===== src/rtl/spi_regport_pkg.sv =====
package spi_regport_pkg;
  localparam int CMD_ADDR_W = 7;
  localparam int CMD_DATA_W = 8;
  localparam int FRAME_W    = 1 + CMD_ADDR_W + CMD_DATA_W;

  typedef struct packed {
    logic                  wr;
    logic [CMD_ADDR_W-1:0] addr;
    logic [CMD_DATA_W-1:0] data;
  } cmd_t;
endpackage


===== src/rtl/spi_pin_sync.sv =====
module spi_pin_sync #(
  parameter int STAGES = 2
) (
  input  logic clk,
  input  logic rst,
  input  logic sclk_i,
  input  logic csn_i,
  input  logic mosi_i,
  output logic sclk_rise,
  output logic cs_start,
  output logic cs_active,
  output logic mosi_s
);
  logic [STAGES-1:0] sclk_pipe, csn_pipe, mosi_pipe;
  logic sclk_d, csn_d;

  always_ff @(posedge clk) begin
    if (rst) begin
      sclk_pipe <= '1;
      csn_pipe  <= '1;
      mosi_pipe <= '0;
      sclk_d    <= 1'b1;
      csn_d     <= 1'b1;
    end else begin
      sclk_pipe <= {sclk_pipe[STAGES-2:0], sclk_i};
      csn_pipe  <= {csn_pipe[STAGES-2:0], csn_i};
      mosi_pipe <= {mosi_pipe[STAGES-2:0], mosi_i};
      sclk_d    <= sclk_pipe[STAGES-1];
      csn_d     <= csn_pipe[STAGES-1];
    end
  end

  assign sclk_rise = sclk_pipe[STAGES-1] & ~sclk_d;
  assign cs_start  = ~csn_pipe[STAGES-1] & csn_d;
  assign cs_active = ~csn_pipe[STAGES-1];
  assign mosi_s    = mosi_pipe[STAGES-1];
endmodule


===== src/rtl/spi_frame_engine.sv =====
module spi_frame_engine
  import spi_regport_pkg::*;
(
  input  logic                  clk,
  input  logic                  rst,
  input  logic                  sclk_rise,
  input  logic                  cs_start,
  input  logic                  cs_active,
  input  logic                  mosi_s,
  input  logic [FRAME_W-1:0]    rd_data,
  output logic [CMD_ADDR_W-1:0] reg_addr,
  output logic                  reg_wr_en,
  output logic [CMD_DATA_W-1:0] reg_wr_data,
  output logic                  reg_rd_en,
  output logic                  miso,
  output logic                  miso_oe
);
  localparam int CNT_W = $clog2(FRAME_W + 1);

  logic [CNT_W-1:0]   bit_cnt;
  logic [FRAME_W-1:0] rx_shift, tx_shift, resp_word;
  logic               done, rd_pend, resp_valid;
  cmd_t               cmd;

  assign cmd = cmd_t'(rx_shift);

  // Shift path: one bit per synchronised rising edge, at most FRAME_W per window
  always_ff @(posedge clk) begin
    if (rst) begin
      bit_cnt  <= '0;
      rx_shift <= '0;
      tx_shift <= '0;
      done     <= 1'b0;
    end else begin
      done <= 1'b0;
      if (cs_start) begin
        bit_cnt  <= '0;
        tx_shift <= resp_valid ? resp_word : '0;
      end else if (sclk_rise && cs_active && bit_cnt < CNT_W'(FRAME_W)) begin
        rx_shift <= {rx_shift[FRAME_W-2:0], mosi_s};
        tx_shift <= {tx_shift[FRAME_W-2:0], 1'b0};
        bit_cnt  <= bit_cnt + 1'b1;
        done     <= (bit_cnt == CNT_W'(FRAME_W - 1));
      end
    end
  end

  // Access issue and response capture
  always_ff @(posedge clk) begin
    if (rst) begin
      reg_wr_en   <= 1'b0;
      reg_rd_en   <= 1'b0;
      reg_addr    <= '0;
      reg_wr_data <= '0;
      rd_pend     <= 1'b0;
      resp_valid  <= 1'b0;
      resp_word   <= '0;
      miso_oe     <= 1'b0;
    end else begin
      miso_oe   <= cs_active;
      reg_wr_en <= done & cmd.wr;
      reg_rd_en <= done & ~cmd.wr;
      if (done) begin
        reg_addr    <= cmd.addr;
        reg_wr_data <= cmd.data;
      end
      rd_pend <= reg_rd_en;
      if (rd_pend) begin
        resp_word  <= rd_data;
        resp_valid <= 1'b1;
      end else if (reg_wr_en) begin
        resp_valid <= 1'b0;
      end
    end
  end

  assign miso = tx_shift[FRAME_W-1];

  AST_BITCNT_LIMIT: assert property (@(posedge clk) disable iff (rst)
    bit_cnt <= CNT_W'(FRAME_W));
  AST_ACCESS_PULSE: assert property (@(posedge clk) disable iff (rst)
    (reg_wr_en || reg_rd_en) |=> !(reg_wr_en || reg_rd_en));
  AST_ACCESS_EXCL: assert property (@(posedge clk) disable iff (rst)
    !(reg_wr_en && reg_rd_en));
  AST_EMPTY_RESP: assert property (@(posedge clk) disable iff (rst)
    (cs_start && !resp_valid) |=> (tx_shift == '0));
  AST_RESP_CAPTURE: assert property (@(posedge clk) disable iff (rst)
    rd_pend |=> resp_valid);
  AST_OE_AT_START: assert property (@(posedge clk) disable iff (rst)
    $rose(miso_oe) |-> (bit_cnt == '0));
endmodule


===== src/rtl/spi_reg_bank.sv =====
module spi_reg_bank #(
  parameter int                ADDR_W   = 7,
  parameter int                DATA_W   = 8,
  parameter logic [ADDR_W-1:0] RW_BASE  = 7'h50,
  parameter int                RW_WORDS = 8,
  parameter logic [ADDR_W-1:0] ID_ADDR  = 7'h72,
  parameter logic [2*DATA_W-1:0] ID_VALUE = 16'h407B
) (
  input  logic                  clk,
  input  logic                  rst,
  input  logic [ADDR_W-1:0]     addr,
  input  logic                  wr_en,
  input  logic [DATA_W-1:0]     wr_data,
  input  logic                  rd_en,
  output logic [2*DATA_W-1:0]   rd_data
);
  localparam int IDX_W = (RW_WORDS > 1) ? $clog2(RW_WORDS) : 1;
  localparam logic [ADDR_W-2:0] BASE_WORD = RW_BASE[ADDR_W-1:1];
  localparam logic [ADDR_W-2:0] ID_WORD   = ID_ADDR[ADDR_W-1:1];

  logic [ADDR_W-2:0] word_addr;
  logic [IDX_W-1:0]  idx;
  logic              in_rw, is_id;
  logic              sel_rw, sel_id;

  assign word_addr = addr[ADDR_W-1:1];
  assign in_rw = (word_addr >= BASE_WORD) &&
                 ({1'b0, word_addr} < ({1'b0, BASE_WORD} + ADDR_W'(RW_WORDS)));
  assign is_id = (word_addr == ID_WORD);
  assign idx   = IDX_W'(word_addr - BASE_WORD);

  // Byte lanes: lane 0 = even address (bits 7:0), lane 1 = odd (bits 15:8)
  for (genvar ln = 0; ln < 2; ln++) begin : g_lane
    logic [DATA_W-1:0] mem [RW_WORDS];
    logic [DATA_W-1:0] q;
    always_ff @(posedge clk) begin
      if (wr_en && in_rw && (addr[0] == 1'(ln)))
        mem[idx] <= wr_data;
      if (rd_en)
        q <= mem[idx];
    end
  end

  always_ff @(posedge clk) begin
    if (rst) begin
      sel_rw <= 1'b0;
      sel_id <= 1'b0;
    end else if (rd_en) begin
      sel_rw <= in_rw;
      sel_id <= is_id;
    end
  end

  assign rd_data = sel_rw ? {g_lane[1].q, g_lane[0].q} :
                   sel_id ? ID_VALUE : '0;

  AST_RESERVED_ZERO: assert property (@(posedge clk) disable iff (rst)
    (rd_en && !in_rw && !is_id) |=> (rd_data == '0));
  AST_ID_CONST: assert property (@(posedge clk) disable iff (rst)
    (rd_en && is_id) |=> (rd_data == ID_VALUE));
endmodule


===== src/rtl/spi_regport.sv =====
module spi_regport
  import spi_regport_pkg::*;
#(
  parameter int                    SYNC_STAGES = 2,
  parameter logic [CMD_ADDR_W-1:0] RW_BASE     = 7'h50,
  parameter int                    RW_WORDS    = 8,
  parameter logic [CMD_ADDR_W-1:0] ID_ADDR     = 7'h72,
  parameter logic [FRAME_W-1:0]    ID_VALUE    = 16'h407B
) (
  input  logic clk,
  input  logic rst,
  input  logic spi_sclk,
  input  logic spi_csn,
  input  logic spi_mosi,
  output logic spi_miso,
  output logic spi_miso_oe
);
  logic sclk_rise, cs_start, cs_active, mosi_s;
  logic [CMD_ADDR_W-1:0] reg_addr;
  logic [CMD_DATA_W-1:0] reg_wr_data;
  logic                  reg_wr_en, reg_rd_en;
  logic [FRAME_W-1:0]    reg_rd_data;

  spi_pin_sync #(.STAGES(SYNC_STAGES)) u_sync (
    .clk(clk), .rst(rst),
    .sclk_i(spi_sclk), .csn_i(spi_csn), .mosi_i(spi_mosi),
    .sclk_rise(sclk_rise), .cs_start(cs_start),
    .cs_active(cs_active), .mosi_s(mosi_s)
  );

  spi_frame_engine u_frame (
    .clk(clk), .rst(rst),
    .sclk_rise(sclk_rise), .cs_start(cs_start),
    .cs_active(cs_active), .mosi_s(mosi_s),
    .rd_data(reg_rd_data),
    .reg_addr(reg_addr), .reg_wr_en(reg_wr_en),
    .reg_wr_data(reg_wr_data), .reg_rd_en(reg_rd_en),
    .miso(spi_miso), .miso_oe(spi_miso_oe)
  );

  spi_reg_bank #(
    .ADDR_W(CMD_ADDR_W), .DATA_W(CMD_DATA_W),
    .RW_BASE(RW_BASE), .RW_WORDS(RW_WORDS),
    .ID_ADDR(ID_ADDR), .ID_VALUE(ID_VALUE)
  ) u_bank (
    .clk(clk), .rst(rst),
    .addr(reg_addr), .wr_en(reg_wr_en), .wr_data(reg_wr_data),
    .rd_en(reg_rd_en), .rd_data(reg_rd_data)
  );
endmodule


===== config.mk =====
export PLATFORM = sky130hd
export DESIGN_NAME = spi_regport
export DESIGN_NICKNAME = d
export VERILOG_FILES = /design/src/rtl/spi_regport_pkg.sv /design/src/rtl/spi_pin_sync.sv /design/src/rtl/spi_frame_engine.sv /design/src/rtl/spi_reg_bank.sv /design/src/rtl/spi_regport.sv
export SDC_FILE = /design/constraint.sdc
export NUM_CORES = 1
export LEC_CHECK = 0
export BUFFER_PORTS_ARGS = -buffer_cell sky130_fd_sc_hd__buf_4
export CAP_MARGIN = 10
export CORE_UTILIZATION = 55
export CTS_CLUSTER_DIAMETER = 30
export CTS_CLUSTER_SIZE = 14
export DETAILED_ROUTE_END_ITERATION = 10
export PLACE_DENSITY = 0.73
export SYNTH_ARGS = -nofsm -noshare
export SYNTH_HDL_FRONTEND = slang
export SYNTH_HIERARCHICAL = 1
export SYNTH_SLANG_ARGS = --single-unit

===== constraint.sdc =====
create_clock -name clk -period 2.2 [get_ports clk]
set_clock_uncertainty 0.2 [all_clocks]
set_input_delay 0.22 -clock clk [delete_from_list [all_inputs] [get_ports clk]]
set_output_delay 0.22 -clock clk [all_outputs]
set_load 0.01 [all_outputs]

==> impl_metrics.json <==
{
  "status": "complete, no violations",
  "dr_wl_met3_um": 735,
  "maxCapViolations": 0,
  "tritoncts": "built",
  "vias_per_cell": 5.48,
  "crit_type": "reg -> reg",
  "grt_pass1_vias": 4969,
  "slew_violations": 0,
  "drive_gt1_frac": 0.247,
  "hpwl_um": 9840,
  "synthCells": 587,
  "vias": 4779,
  "critPathCaptureType": "register",
  "placedInstanceArea_sq_um": 9240,
  "synth.area.top_cells": "edfxtp_1, dfxtp_1, mux4_2, mux4_1, mux2i_1",
  "die_w_um": 129,
  "die-area_sq_um": 16700,
  "grt_pass1_wl_um": 26000,
  "power_frac_clock": 0.548,
  "r2r-start": "u_frame/reg_addr[1]",
  "diodes": 0,
  "routed.top_layer": "met4",
  "finalHoldViolCount": 0,
  "start_kind": "register",
  "max-clock-path-buffers": 3,
  "cts_setup_buffers": 0,
  "arrival_ns": 2.05,
  "synth.cell_area_sq_um": 8900,
  "wl_met1_um": 6990,
  "placementRows": 46,
  "rsz0062_at_grt": "false",
  "swShare": 0.196,
  "synth_warnings": 6,
  "ys_ff_latch": 228,
  "pwr-share-comb": 0.009,
  "critPathMaxStageDelay_ns": 0.63,
  "p_per_area_nw_per_um2": 974,
  "area_growth_pct": 18.1,
  "synth_flop_cell": "edfxtp_1",
  "path_delay_family": "multiplexers",
  "wl_met2_um": 8080,
  "critPathLaunch": "u_frame/reg_addr[1]",
  "tightest_slew_ns": 0.674,
  "yosys.area.top_type": "edfxtp_1",
  "max_freq_mhz": 497,
  "place_congestion": 0.729,
  "p_int_mw": 8.24,
  "drc": 0,
  "port_buffers": 6,
  "yosysSeqAreaShare": 0.675,
  "cts_root_buf": "clkbuf_16",
  "clk_pin_slew_ns": 0.05,
  "synth_nets": 594,
  "peakVddDrop_uv": 570,
  "cts_buffers": 36,
  "initial_utilization": 0.562,
  "syn_area_per_cell_sq_um": 15.2,
  "p_leak_nw": 3.54,
  "fin_setup_tns_ns": 0,
  "drt-wirelength-per-cell_um": 18.5,
  "worst-path-buf-inv": 1,
  "min_path_type": "in -> reg",
  "finalCriticalPeriod_ns": 2.01,
  "worstPathRequired_ns": 2.24,
  "wirelength_um": 16200,
  "cp_max_fo": 40,
  "grt_usage": 0.208,
  "worstHoldStart": "rst",
  "cts_resized": 0,
  "crit_chain": "buf_12 -> mux4_1 -> mux2_4",
  "slowest_stage": "mux4_1",
  "final-setup-viol-count": 0,
  "fin_nets": 635,
  "die_y_um": 129,
  "fin_cells": 872,
  "synth_cell_type_count": 41,
  "grt_max_degree": 65,
  "firstDrtPassIters": 4,
  "overflow": 0,
  "post-route-period-util": 0.915,
  "p_seq_frac": 0.442,
  "ant_nets": 0,
  "drtIter0Drc": 314,
  "ctsHoldBuffers": 3,
  "cts_sinks": 228,
  "dp.cells": 803,
  "fin_util": 0.664,
  "whs_ns": 0.0438,
  "io_pins": 7,
  "synth_top_area_share": 0.486,
  "htree_levels": 2,
  "synth-edff-count": 144,
  "clk_latency_ns": 0.50,
  "synthArstFlopShare": 0,
  "slew-limit-headroom": 0.550,
  "antenna_found_initial": 0,
  "p_switching_mw": 2.00,
  "core-area_sq_um": 15800,
  "fin_area_sq_um": 10500
}
-- synth_stat cells, drive strengths merged (7+ instances only) --
cell and count:
buf 27, or2 7, mux4 32, edfxtp 144, nor2 44, a21boi 15, mux2 16, mux2i 31
clkbuf 10, a21oi 39, dfxtp 84, a211oi 15, and2 9, nand2 64
-- sequential cells by signal, indices dropped and copies added (netlist names), 2 cells and up --
name and count:
u_sync/mosi_pipe 2, u_frame/reg_wr_data 8, u_frame/reg_addr 7, u_bank/g_lane.mem 128
u_frame/bit_cnt 5, u_sync/csn_pipe 2, u_frame/resp_word 16, u_bank/g_lane.q 16
u_sync/sclk_pipe 2, u_frame/tx_shift 16, u_frame/cmd 16
-- cells in the final DEF, fill, tap and decap left out, drive strengths merged, types with 2 or more instances in the layout --
master and instances:
edfxtp 144, dfxtp 84, nand2 64, nor2 44
clkbuf 41, a21oi 39, buf 37, mux4 32
mux2i 31, mux2 16, a21boi 15, a211oi 15
inv 12, clkinv 11, and2 9, or2 7
nand2b 6, nor2b 6, bufinv 4, nor3 4
nand3b 4, dlygate4sd3 3, and3b 3, nand4b 3
and3 3, or3 3, clkinvlp 2, nand4 2
nand3 2, o21ai 2, ha 2, nor4bb 2
-- power by group through the flow --
stage,clock network [mW],registers (mW),logic [mW]
4_1_cts,5.73,4.53,0.0946
2_1_floorplan,0,4.61,0.0704
5_1_grt,5.90,4.53,0.105
3_5_place_dp,0,4.61,0.0899
6_report,5.62,4.53,0.0939
3_3_place_gp,0,4.61,0.0859
-- layout make-up --
| class | instances | area, sq um |
|---|---|---|
| Inverter | 4 | 15.0 |
| Sequential cell | 228 | 6010 |
| Timing Repair Buffer | 40 | 320 |
| Tap cell | 216 | 270 |
| Fill cell | 1052 | 5320 |
| Clock inverter | 25 | 268 |
| Multi-Input combinational cell | 318 | 2660 |
| Clock buffer | 41 | 971 |
-- worst paths after layout --
path	endpoint	slack (ns)	depth (start not counted)
setup reg to reg	u_bank/g_lane[1].q[4]	0.19	3
setup / recovery	u_bank/g_lane[1].q[4]	0.19	3
hold / removal	u_frame/reg_addr[0]	0.04	2
hold reg to reg	u_sync/csn_pipe[1]	0.21	1
-- logic make-up after synthesis --
| group | Yosys count | synth area share |
|---|---|---|
| DFF | 228 | 0.675 |
| and+or+nand+nor | 165 | 0.0886 |
| muxes | 79 | 0.146 |
| AOI/OAI and AO/OA | 71 | 0.0595 |
| buffers and inverters | 41 | 0.0271 |
| adders and majority gates | 2 | 0.00281 |
| xor gates and xnor gates | 1 | 0.000985 |
-- metal layers --
layer  GRT usage  vias to the layer above
met3      0.0392                       30
met4      0.0886                        0
met5           0                        -
met2       0.352                       90
li1            -                     2285
met1       0.264                     2374
-- through the flow --
stage	worst slack, ns	power [mW]
6_report	0.188	10.2
5_1_grt	0.157	10.5
4_1_cts	0.197	10.4
3_5_place_dp	0.252	4.70
3_3_place_gp	0.279	4.70
2_1_floorplan	0.0136	4.68
Note: power is estimated with default switching activity, not from simulation.
